<file path="src/rtl/pd_seq_pkg.sv">
package pd_seq_pkg;

    typedef enum logic [2:0] {
        ST_OFF     = 3'd0,
        ST_INRUSH  = 3'd1,
        ST_DELAY   = 3'd2,
        ST_RUN     = 3'd3,
        ST_ADAPTER = 3'd4,
        ST_FAULT   = 3'd5
    } seq_state_e;

    typedef struct packed {
        seq_state_e state;
        logic       iso;
        logic       oper;
        logic       conv;
        logic       cls;
    } seq_regs_t;

endpackage

</file>
<file path="src/rtl/pd_seq_deglitch.sv">
// Counts consecutive high samples of a level; trips on the sample after LIMIT.
module pd_seq_deglitch #(
    parameter int LIMIT = 18000
) (
    input  logic clk,
    input  logic rst_n,
    input  logic clr,
    input  logic level,
    output logic trip
);
    localparam int W = $clog2(LIMIT + 1);

    logic [W-1:0] cnt_d, cnt_q;

    always_comb begin
        cnt_d = cnt_q;
        if (clr || !level) begin
            cnt_d = '0;
        end else if (cnt_q != W'(LIMIT)) begin
            cnt_d = cnt_q + 1'b1;
        end
    end

    always_ff @(posedge clk or negedge rst_n) begin
        if (!rst_n) cnt_q <= '0;
        else        cnt_q <= cnt_d;
    end

    assign trip = level && !clr && (cnt_q == W'(LIMIT));

endmodule

</file>
<file path="src/rtl/pd_seq_delay.sv">
// Cycle timer: done is high in the LIMIT-th consecutive enabled cycle.
module pd_seq_delay #(
    parameter int LIMIT = 20000000
) (
    input  logic clk,
    input  logic rst_n,
    input  logic en,
    output logic done
);
    localparam int W = (LIMIT > 1) ? $clog2(LIMIT) : 1;

    logic [W-1:0] cnt_d, cnt_q;

    always_comb begin
        cnt_d = en ? cnt_q + 1'b1 : '0;
    end

    always_ff @(posedge clk or negedge rst_n) begin
        if (!rst_n) cnt_q <= '0;
        else        cnt_q <= cnt_d;
    end

    assign done = en && (cnt_q == W'(LIMIT - 1));

endmodule

</file>
<file path="src/rtl/pd_power_seq.sv">
module pd_power_seq
    import pd_seq_pkg::*;
#(
    parameter int DELAY_CYC = 20000000,
    parameter int DG_CYC    = 18000
) (
    input  logic       clk,
    input  logic       rst_n,
    input  logic       above_on_i,
    input  logic       below_off_i,
    input  logic       inrush_done_i,
    input  logic       class_mode_i,
    input  logic       adapter_i,
    input  logic       supply_ok_i,
    input  logic       over_temp_i,
    output logic       iso_en_o,
    output logic       ilim_oper_o,
    output logic       class_en_o,
    output logic       conv_en_o,
    output logic [2:0] state_o
);
    seq_regs_t r_d, r_q;
    logic      powered_q;
    logic      dg_trip;
    logic      dly_done;

    assign powered_q = (r_q.state == ST_INRUSH) || (r_q.state == ST_DELAY) ||
                       (r_q.state == ST_RUN);

    pd_seq_deglitch #(.LIMIT(DG_CYC)) u_dg (
        .clk   (clk),
        .rst_n (rst_n),
        .clr   (!powered_q),
        .level (below_off_i),
        .trip  (dg_trip)
    );

    pd_seq_delay #(.LIMIT(DELAY_CYC)) u_dly (
        .clk   (clk),
        .rst_n (rst_n),
        .en    (r_q.state == ST_DELAY),
        .done  (dly_done)
    );

    always_comb begin
        seq_state_e st;
        st = r_q.state;
        if (over_temp_i) begin
            st = ST_FAULT;
        end else begin
            unique case (r_q.state)
                ST_FAULT:   st = ST_OFF;
                ST_OFF:     st = adapter_i ? ST_ADAPTER :
                                 (above_on_i ? ST_INRUSH : ST_OFF);
                ST_ADAPTER: st = adapter_i ? ST_ADAPTER : ST_OFF;
                ST_INRUSH, ST_DELAY, ST_RUN: begin
                    if (adapter_i)      st = ST_ADAPTER;
                    else if (dg_trip)   st = ST_OFF;
                    else if (r_q.state == ST_INRUSH && inrush_done_i) st = ST_DELAY;
                    else if (r_q.state == ST_DELAY && dly_done)       st = ST_RUN;
                    else                st = r_q.state;
                end
                default:    st = ST_OFF;
            endcase
        end
        r_d.state = st;
        r_d.iso   = (st == ST_INRUSH) || (st == ST_DELAY) || (st == ST_RUN);
        r_d.oper  = (st == ST_DELAY) || (st == ST_RUN);
        r_d.conv  = (st == ST_RUN) || ((st == ST_ADAPTER) && supply_ok_i);
        r_d.cls   = (st == ST_OFF) && class_mode_i && !adapter_i;
    end

    always_ff @(posedge clk or negedge rst_n) begin
        if (!rst_n) begin
            r_q.state <= ST_OFF;
            r_q.iso   <= 1'b0;
            r_q.oper  <= 1'b0;
            r_q.conv  <= 1'b0;
            r_q.cls   <= 1'b0;
        end else begin
            r_q <= r_d;
        end
    end

    assign iso_en_o    = r_q.iso;
    assign ilim_oper_o = r_q.oper;
    assign conv_en_o   = r_q.conv;
    assign class_en_o  = r_q.cls;
    assign state_o     = r_q.state;

endmodule

</file>
<file path="config.mk">
export PLATFORM = sky130hd
export DESIGN_NAME = pd_power_seq
export DESIGN_NICKNAME = d
export VERILOG_FILES = /design/src/rtl/pd_seq_pkg.sv /design/src/rtl/pd_seq_deglitch.sv /design/src/rtl/pd_seq_delay.sv /design/src/rtl/pd_power_seq.sv
export SDC_FILE = /design/constraint.sdc
export NUM_CORES = 1
export LEC_CHECK = 0
export CAP_MARGIN = 10
export CORE_ASPECT_RATIO = 1.2
export CORE_MARGIN = 3
export CORE_UTILIZATION = 62
export CTS_CLUSTER_SIZE = 8
export DETAILED_ROUTE_END_ITERATION = 16
export PLACE_DENSITY = 0.95
export SYNTH_ARGS = -nofsm -noshare
export SYNTH_HDL_FRONTEND = slang
export SYNTH_SLANG_ARGS = --single-unit
</file>
<file path="constraint.sdc">
create_clock -name clk -period 3.95 [get_ports clk]
set_input_delay 0.79 -clock clk [delete_from_list [all_inputs] [get_ports clk]]
set_output_delay 0.79 -clock clk [all_outputs]
set_load 0.03 [all_outputs]
</file>
==> results of run 1 <==
-- sequential cells by signal, summed over array words and instances, names as in the netlist --
register	flops
u_dly.cnt_q	25
u_dg.cnt_q	15
state_o	3
class_en_o	1
conv_en_o	1
ilim_oper_o	1
iso_en_o	1
-- layer usage --
| metal | share of wire, % | global-route usage, % | routed length [um] | vias to the layer above |
|---|---|---|---|---|
| met2 | 53 | 38.18 | 2382 | 28 |
| met5 | 0 | 0 | 0 | - |
| met1 | 42 | 27.05 | 1884 | 830 |
| li1 | - | - | - | 833 |
| met4 | 1.8 | 9.670 | 82 | 0 |
| met3 | 2.5 | 5.487 | 113 | 6 |
-- critical path, stage by stage --
cell and delay (ns):
clkdlybuf4s50_1 0.39, or3b_1 0.51, nor2_1 0.19, nor4_1 0.48, o21ba_1 0.21
-- per-stage QoR --
| step | cells | area (um^2) | total power, W | worst slack [ns] | hold slack (ns) |
|---|---|---|---|---|---|
| floorplan | 233 | 2313 | 0.0005141 | 2.073 | 0.4547 |
| finish | 287 | 2610 | 0.0009447 | 1.632 | 0.4971 |
| CTS | 287 | 2610 | 0.0009531 | 1.633 | 0.4929 |
| global placement | 279 | 2474 | 0.0005396 | 1.382 | 0.4709 |
| global route | 287 | 2610 | 0.0009783 | 1.549 | 0.5204 |
| detailed placement | 279 | 2474 | 0.0005402 | 1.341 | 0.4813 |
-- where the power goes --
group	internal [W]	leakage, nW	switching, W
Clock	0.000252	0.0644	0.000162
Sequential	0.000484	0.649	0.00000403
Combinational	0.0000165	0.330	0.0000255
Total	0.000753	1.04	0.000192
-- cell usage in the layout, fill, tap and decap left out, types with 6 or more instances in the layout --
cell type	n
a21oi_1	7
clkdlybuf4s50_1	14
dfrtp_1	47
inv_1	7
nand2_1	12
nand3_1	13
nand4_1	12
nor2_1	45
o21ai_0	8
or3_1	6
xnor2_1	9
xor2_1	22
-- kinds of logic (layout without fill, tap and decap cells) --
logic type      count (synthesis)  in the layout
buf+inv                        13             30
simple gates                  118            118
compound gates                 21             21
xor+xnor                       31             31
flops                          47             47
fa+ha+maj                       3              3
-- area by class of cell --
cell class	instances	area, um^2
clock buffer	5	68.82
clock inverter	3	67.56
fill	224	843.3
inverter	7	26.28
multi-input combinational	173	1080
sequential	47	1176
tap	37	46.29
timing repair buffer	15	145.1
-- worst paths after layout --
path,startpoint,end,slack [ns],cells after the start
worst max-delay path,below_off_i,iso_en_o,1.63,5
worst min-delay path,u_dly.cnt_q[0],u_dly.cnt_q[0],0.50,1
max in group asynchronous,rst_n,u_dg.cnt_q[8],2.69,1
worst max register to register,state_o[0],iso_en_o,1.79,5
min in group asynchronous,rst_n,u_dg.cnt_q[14],0.65,1
worst min register to register,u_dly.cnt_q[0],u_dly.cnt_q[0],0.50,1
==> run metrics, run 1 <==
Post-Syn Instances=~230; vias per cell=a little under 6; Root Driver=clkbuf_8; average routed wire per standard cell=15.55 um; DIE WIDTH=around 62 um; multiplexer share of the synthesized area=0%; CTS buffer count=5; vias in the first global route=1684; setup violators final=0; Final period util=58.67%; number of remaining DRC errors=0; CTS Sinks=47; GP Congestion=roughly 0.86; Hold Path Class=reg2reg; initial antenna violation count=0; Synth cell types=40; largest net degree at the start of global routing=48; Post-CTS Resized=0; Post-synth EDFFs=0; synthesized flop and latch total=47; Worst EP required=4.20 ns; most instantiated cells after synthesis=47 x dfrtp_1, 45 x nor2_1, 22 x xor2_1; top-count cell post-synth=dfrtp_1; Global Route Usage Sum=22.71%; IO buf count=15; synthesized cell area=2313 um^2; starting DRC count in detailed routing=102; Worst setup SP type=input pin; initial core utilization=66.99%; dpl hpwl=around 3000 um; CP Class=in2reg; Post-DRT Antenna Nets=0; Die Height=~73 um; complex-gate fraction of the synthesized area=5.462%; routed vias=1697; ant diodes=0; Slew Viols, Final=0; LEAKAGE=roughly 1.0 nW; Synth Area per Inst=~10 um^2; CTS tree=yes; drt pass-1 iters=4; Max Root-Sink Buffers=2; first-pass GRT wire length=7493 um; outcome=completed; Max Freq=between 400 and 500 MHz; Die Area=4503 um^2; Clock transition at path regs=0.09 ns; peak supply drop=0.0002991 V; Slew HR=33.68%; final net count=between 200 and 300; Power Density=361.9 nW/um^2; sequential share of the synthesized area=50.84%; Post-CTS Setup Bufs=0; main combinational cell family by area after synthesis=simple AND/OR/NAND/NOR gates; Area Growth Syn to Fin=12.82%; warnings from Yosys=0; Setup TNS Final=0 ns; RSZ-0062 raised after global routing=false; asr flop ratio synth=100.0%; layout cells sized above 1=around 8.0%; crit path time final=2.318 ns; post-synth top area cell=dfrtp_1; CP Capture Type=flop; core area=3453 um^2; Synth Net Count=about 250; CP arrival=2.57 ns; H-tree depth=2; Yosys top cell area share=roughly 50%; Max Cap Viol=0; XOR/XNOR share of the synthesized area=between 10% and 20%; # hold bufs at CTS=0; Synth Flop Type=dfrtp_1; DRT Wirelength=~4500 um; synth top area cells=dfrtp_1 51%, xor2_1 8.3%, nor2_1 7.3%; clock skew=0.007945 ns; endpoints failing hold=0; Worst-Margin Slew=a little under 1 ns; GRT overflow=0; Critical Path Fanout Max=16; Ports=16; clk_lat worst skew=0.30 ns; Post-Synth Adder-Cell Area=1.622%; Synth Area in Simple Gates=27.85%; final core utilization=75.58%; # rows=23
Power figures use the tool's default switching activity.
==> inputs of run 2 (changes only) <==
CORE_UTILIZATION = 58   (was 62)
PLACE_DENSITY = 0.91   (was 0.95)
clock period = 2.2 ns   (was 3.95 ns; I/O delays follow)
==> run 2 against run 1 <==
Compared with the run above:
- highest routed layer unchanged
- register-to-register slack worse by 1.5 ns
- sequential power up 80%
- clock power up 47%
- power up 66%
- clock-buffer cell count unchanged
- die area up 6.3%
- sequential share of layout area down 0.70 points
- critical path depth unchanged
- global-route usage down 2.2 points
==> run metrics, run 2 (synthesized netlist as in run 1, its figures left out) <==
drt pass-1 iters=4; WHS=around 0.073 ns; Global Route Usage Sum=20.48%; CP Class=reg2reg; clock skew=0.01036 ns; Max Cap Viol=0; initial core utilization=62.13%; Design Area, Final=2651 um^2; crit path time final=1.957 ns; LEAKAGE=roughly 1.1 nW; Worst setup SP type=flop; Met2 Routed Length=2351 um; Clock transition at path regs=0.09 ns; Post-DRT Antenna Nets=0; Largest delay share family, worst path=simple AND/OR/NAND/NOR gates; DIE WIDTH=63.66 um; layout cells sized above 1=10.16%; final worst slack=0.2428 ns; Max Freq=510.9 MHz; WP buf/inv=0; Die Height=75.19 um; placed cell areas=2545 um^2; Ports=16; IO buf count=15; CP max stage delay=0.53 ns; # rows=24; Setup TNS Final=0 ns; routed vias=1754; Slew Viols, Final=0; Critical Path Fanout Max=4; dpl hpwl=3144 um; largest net degree at the start of global routing=26; max FFs per register=25; Max Root-Sink Buffers=2; CTS Sinks=47; GRT overflow=0; first-pass GRT wire length=7645 um; Area Growth Syn to Fin=14.60%; Slew HR=68.34%; # hold bufs at CTS=0; vias in the first global route=1676; Slowest-stage cell, CP=or4b_1; CTS buffer count=5; setup violators final=0; critical path, cell by cell=or4b_1 -> nor4_1 -> a31oi_1 -> or3_1 -> o21ai_2; commonest non-fill, non-tap cells in the layout=47 x dfrtp_1, 45 x nor2_1, 22 x xor2_1; Setup WS pre-CTS=0.1869 ns; Post-CTS Setup Bufs=0; Worst EP required=roughly 2.4 ns; peak supply drop=0.0004250 V; initial antenna violation count=0; final net count=around 270; RSZ-0062 raised after global routing=false; endpoints failing hold=0; starting DRC count in detailed routing=107; max layer used=met4; Hold Path Class=in2async; # fillers=between 200 and 300; Die Area=4786 um^2; average routed wire per standard cell=around 14 um; DRT Wirelength=4374 um; Final period util=between 80 and 90%; met3 wire length=135 um; core area=roughly 3700 um^2; CTS tree=yes; CP Capture Type=flop; met1 wire length=around 1800 um; Root Driver=clkbuf_8; largest register by flop count=u_dly.cnt_q; ant diodes=0; most common cell after layout, fill and taps aside=dfrtp_1; vias per cell=5.695; GP Congestion=0.8534; Power Density=590.3 nW/um^2; CP arrival=about 2.2 ns; final total power=0.001565 W; Worst-Margin Slew=0.4699 ns; H-tree depth=2; Post-CTS Resized=0; number of remaining DRC errors=0; outcome=completed; clk_lat worst skew=0.30 ns
==> run 2: cell count changes in the layout (fill, tap and decap cells not counted), sizes merged <==
cell,change
buf,+7
bufinv,-1
==> run 2: power breakdown <==
group	internal (W)	total (W)	switching [W]
clock	0.000332	0.000608	0.000276
combinational	0.0000330	0.0000807	0.0000477
sequential	0.000869	0.000876	0.00000710
total	0.00123	0.00157	0.000331
==> run 2: layer usage <==
metal | vias up | GRT usage (%)
li1 | 843 | -
met1 | 871 | 24.17
met2 | 31 | 37.12
met3 | 9 | 4.776
met4 | 0 | 6.954
met5 | - | 0
==> run 2: cell type report <==
type / count / area (um^2) / share of cell area [%]
inverters: 7 / 26.28 / 0.9910
clock buffers: 5 / 68.82 / 2.596
repair buffers: 22 / 197.7 / 7.456
well taps: 52 / 65.06 / 2.454
multi-input cells: 173 / 1080 / 40.73
flip-flops and latches: 47 / 1176 / 44.36
clock inverters: 2 / 37.54 / 1.416
==> run 2: worst reg2reg max path, delay by kind of cell (launching register included) <==
kind | cells | cell delay, ns
and+or+nand+nor | 3 | 1.18
DFF | 1 | 0.42
AOI/OAI and AO/OA | 2 | 0.30
==> run 2: per-stage QoR <==
| step | utilization, % | instances |
|---|---|---|
| 4_1_cts | 71.20 | 308 |
| 3_5_place_dp | 68.35 | 301 |
| 3_3_place_gp | 68.35 | 301 |
| 6_report | 71.20 | 308 |
| 5_1_grt | 71.20 | 308 |
| 2_1_floorplan | - | 233 |
==> run 2: path summary, 6_finish.rpt <==
path                       depth (start not counted)              end       startpoint  slack [ns]
setup reg to reg                                   5        conv_en_o  u_dly.cnt_q[14]        0.24
min in group clk                                   1   u_dly.cnt_q[0]   u_dly.cnt_q[0]        0.50
max in group asynchronous                          2   u_dg.cnt_q[12]            rst_n        1.57
hold reg to reg                                    1   u_dly.cnt_q[0]   u_dly.cnt_q[0]        0.50
setup / recovery                                   5        conv_en_o  u_dly.cnt_q[14]        0.24
hold / removal                                     1  u_dly.cnt_q[16]            rst_n        0.07
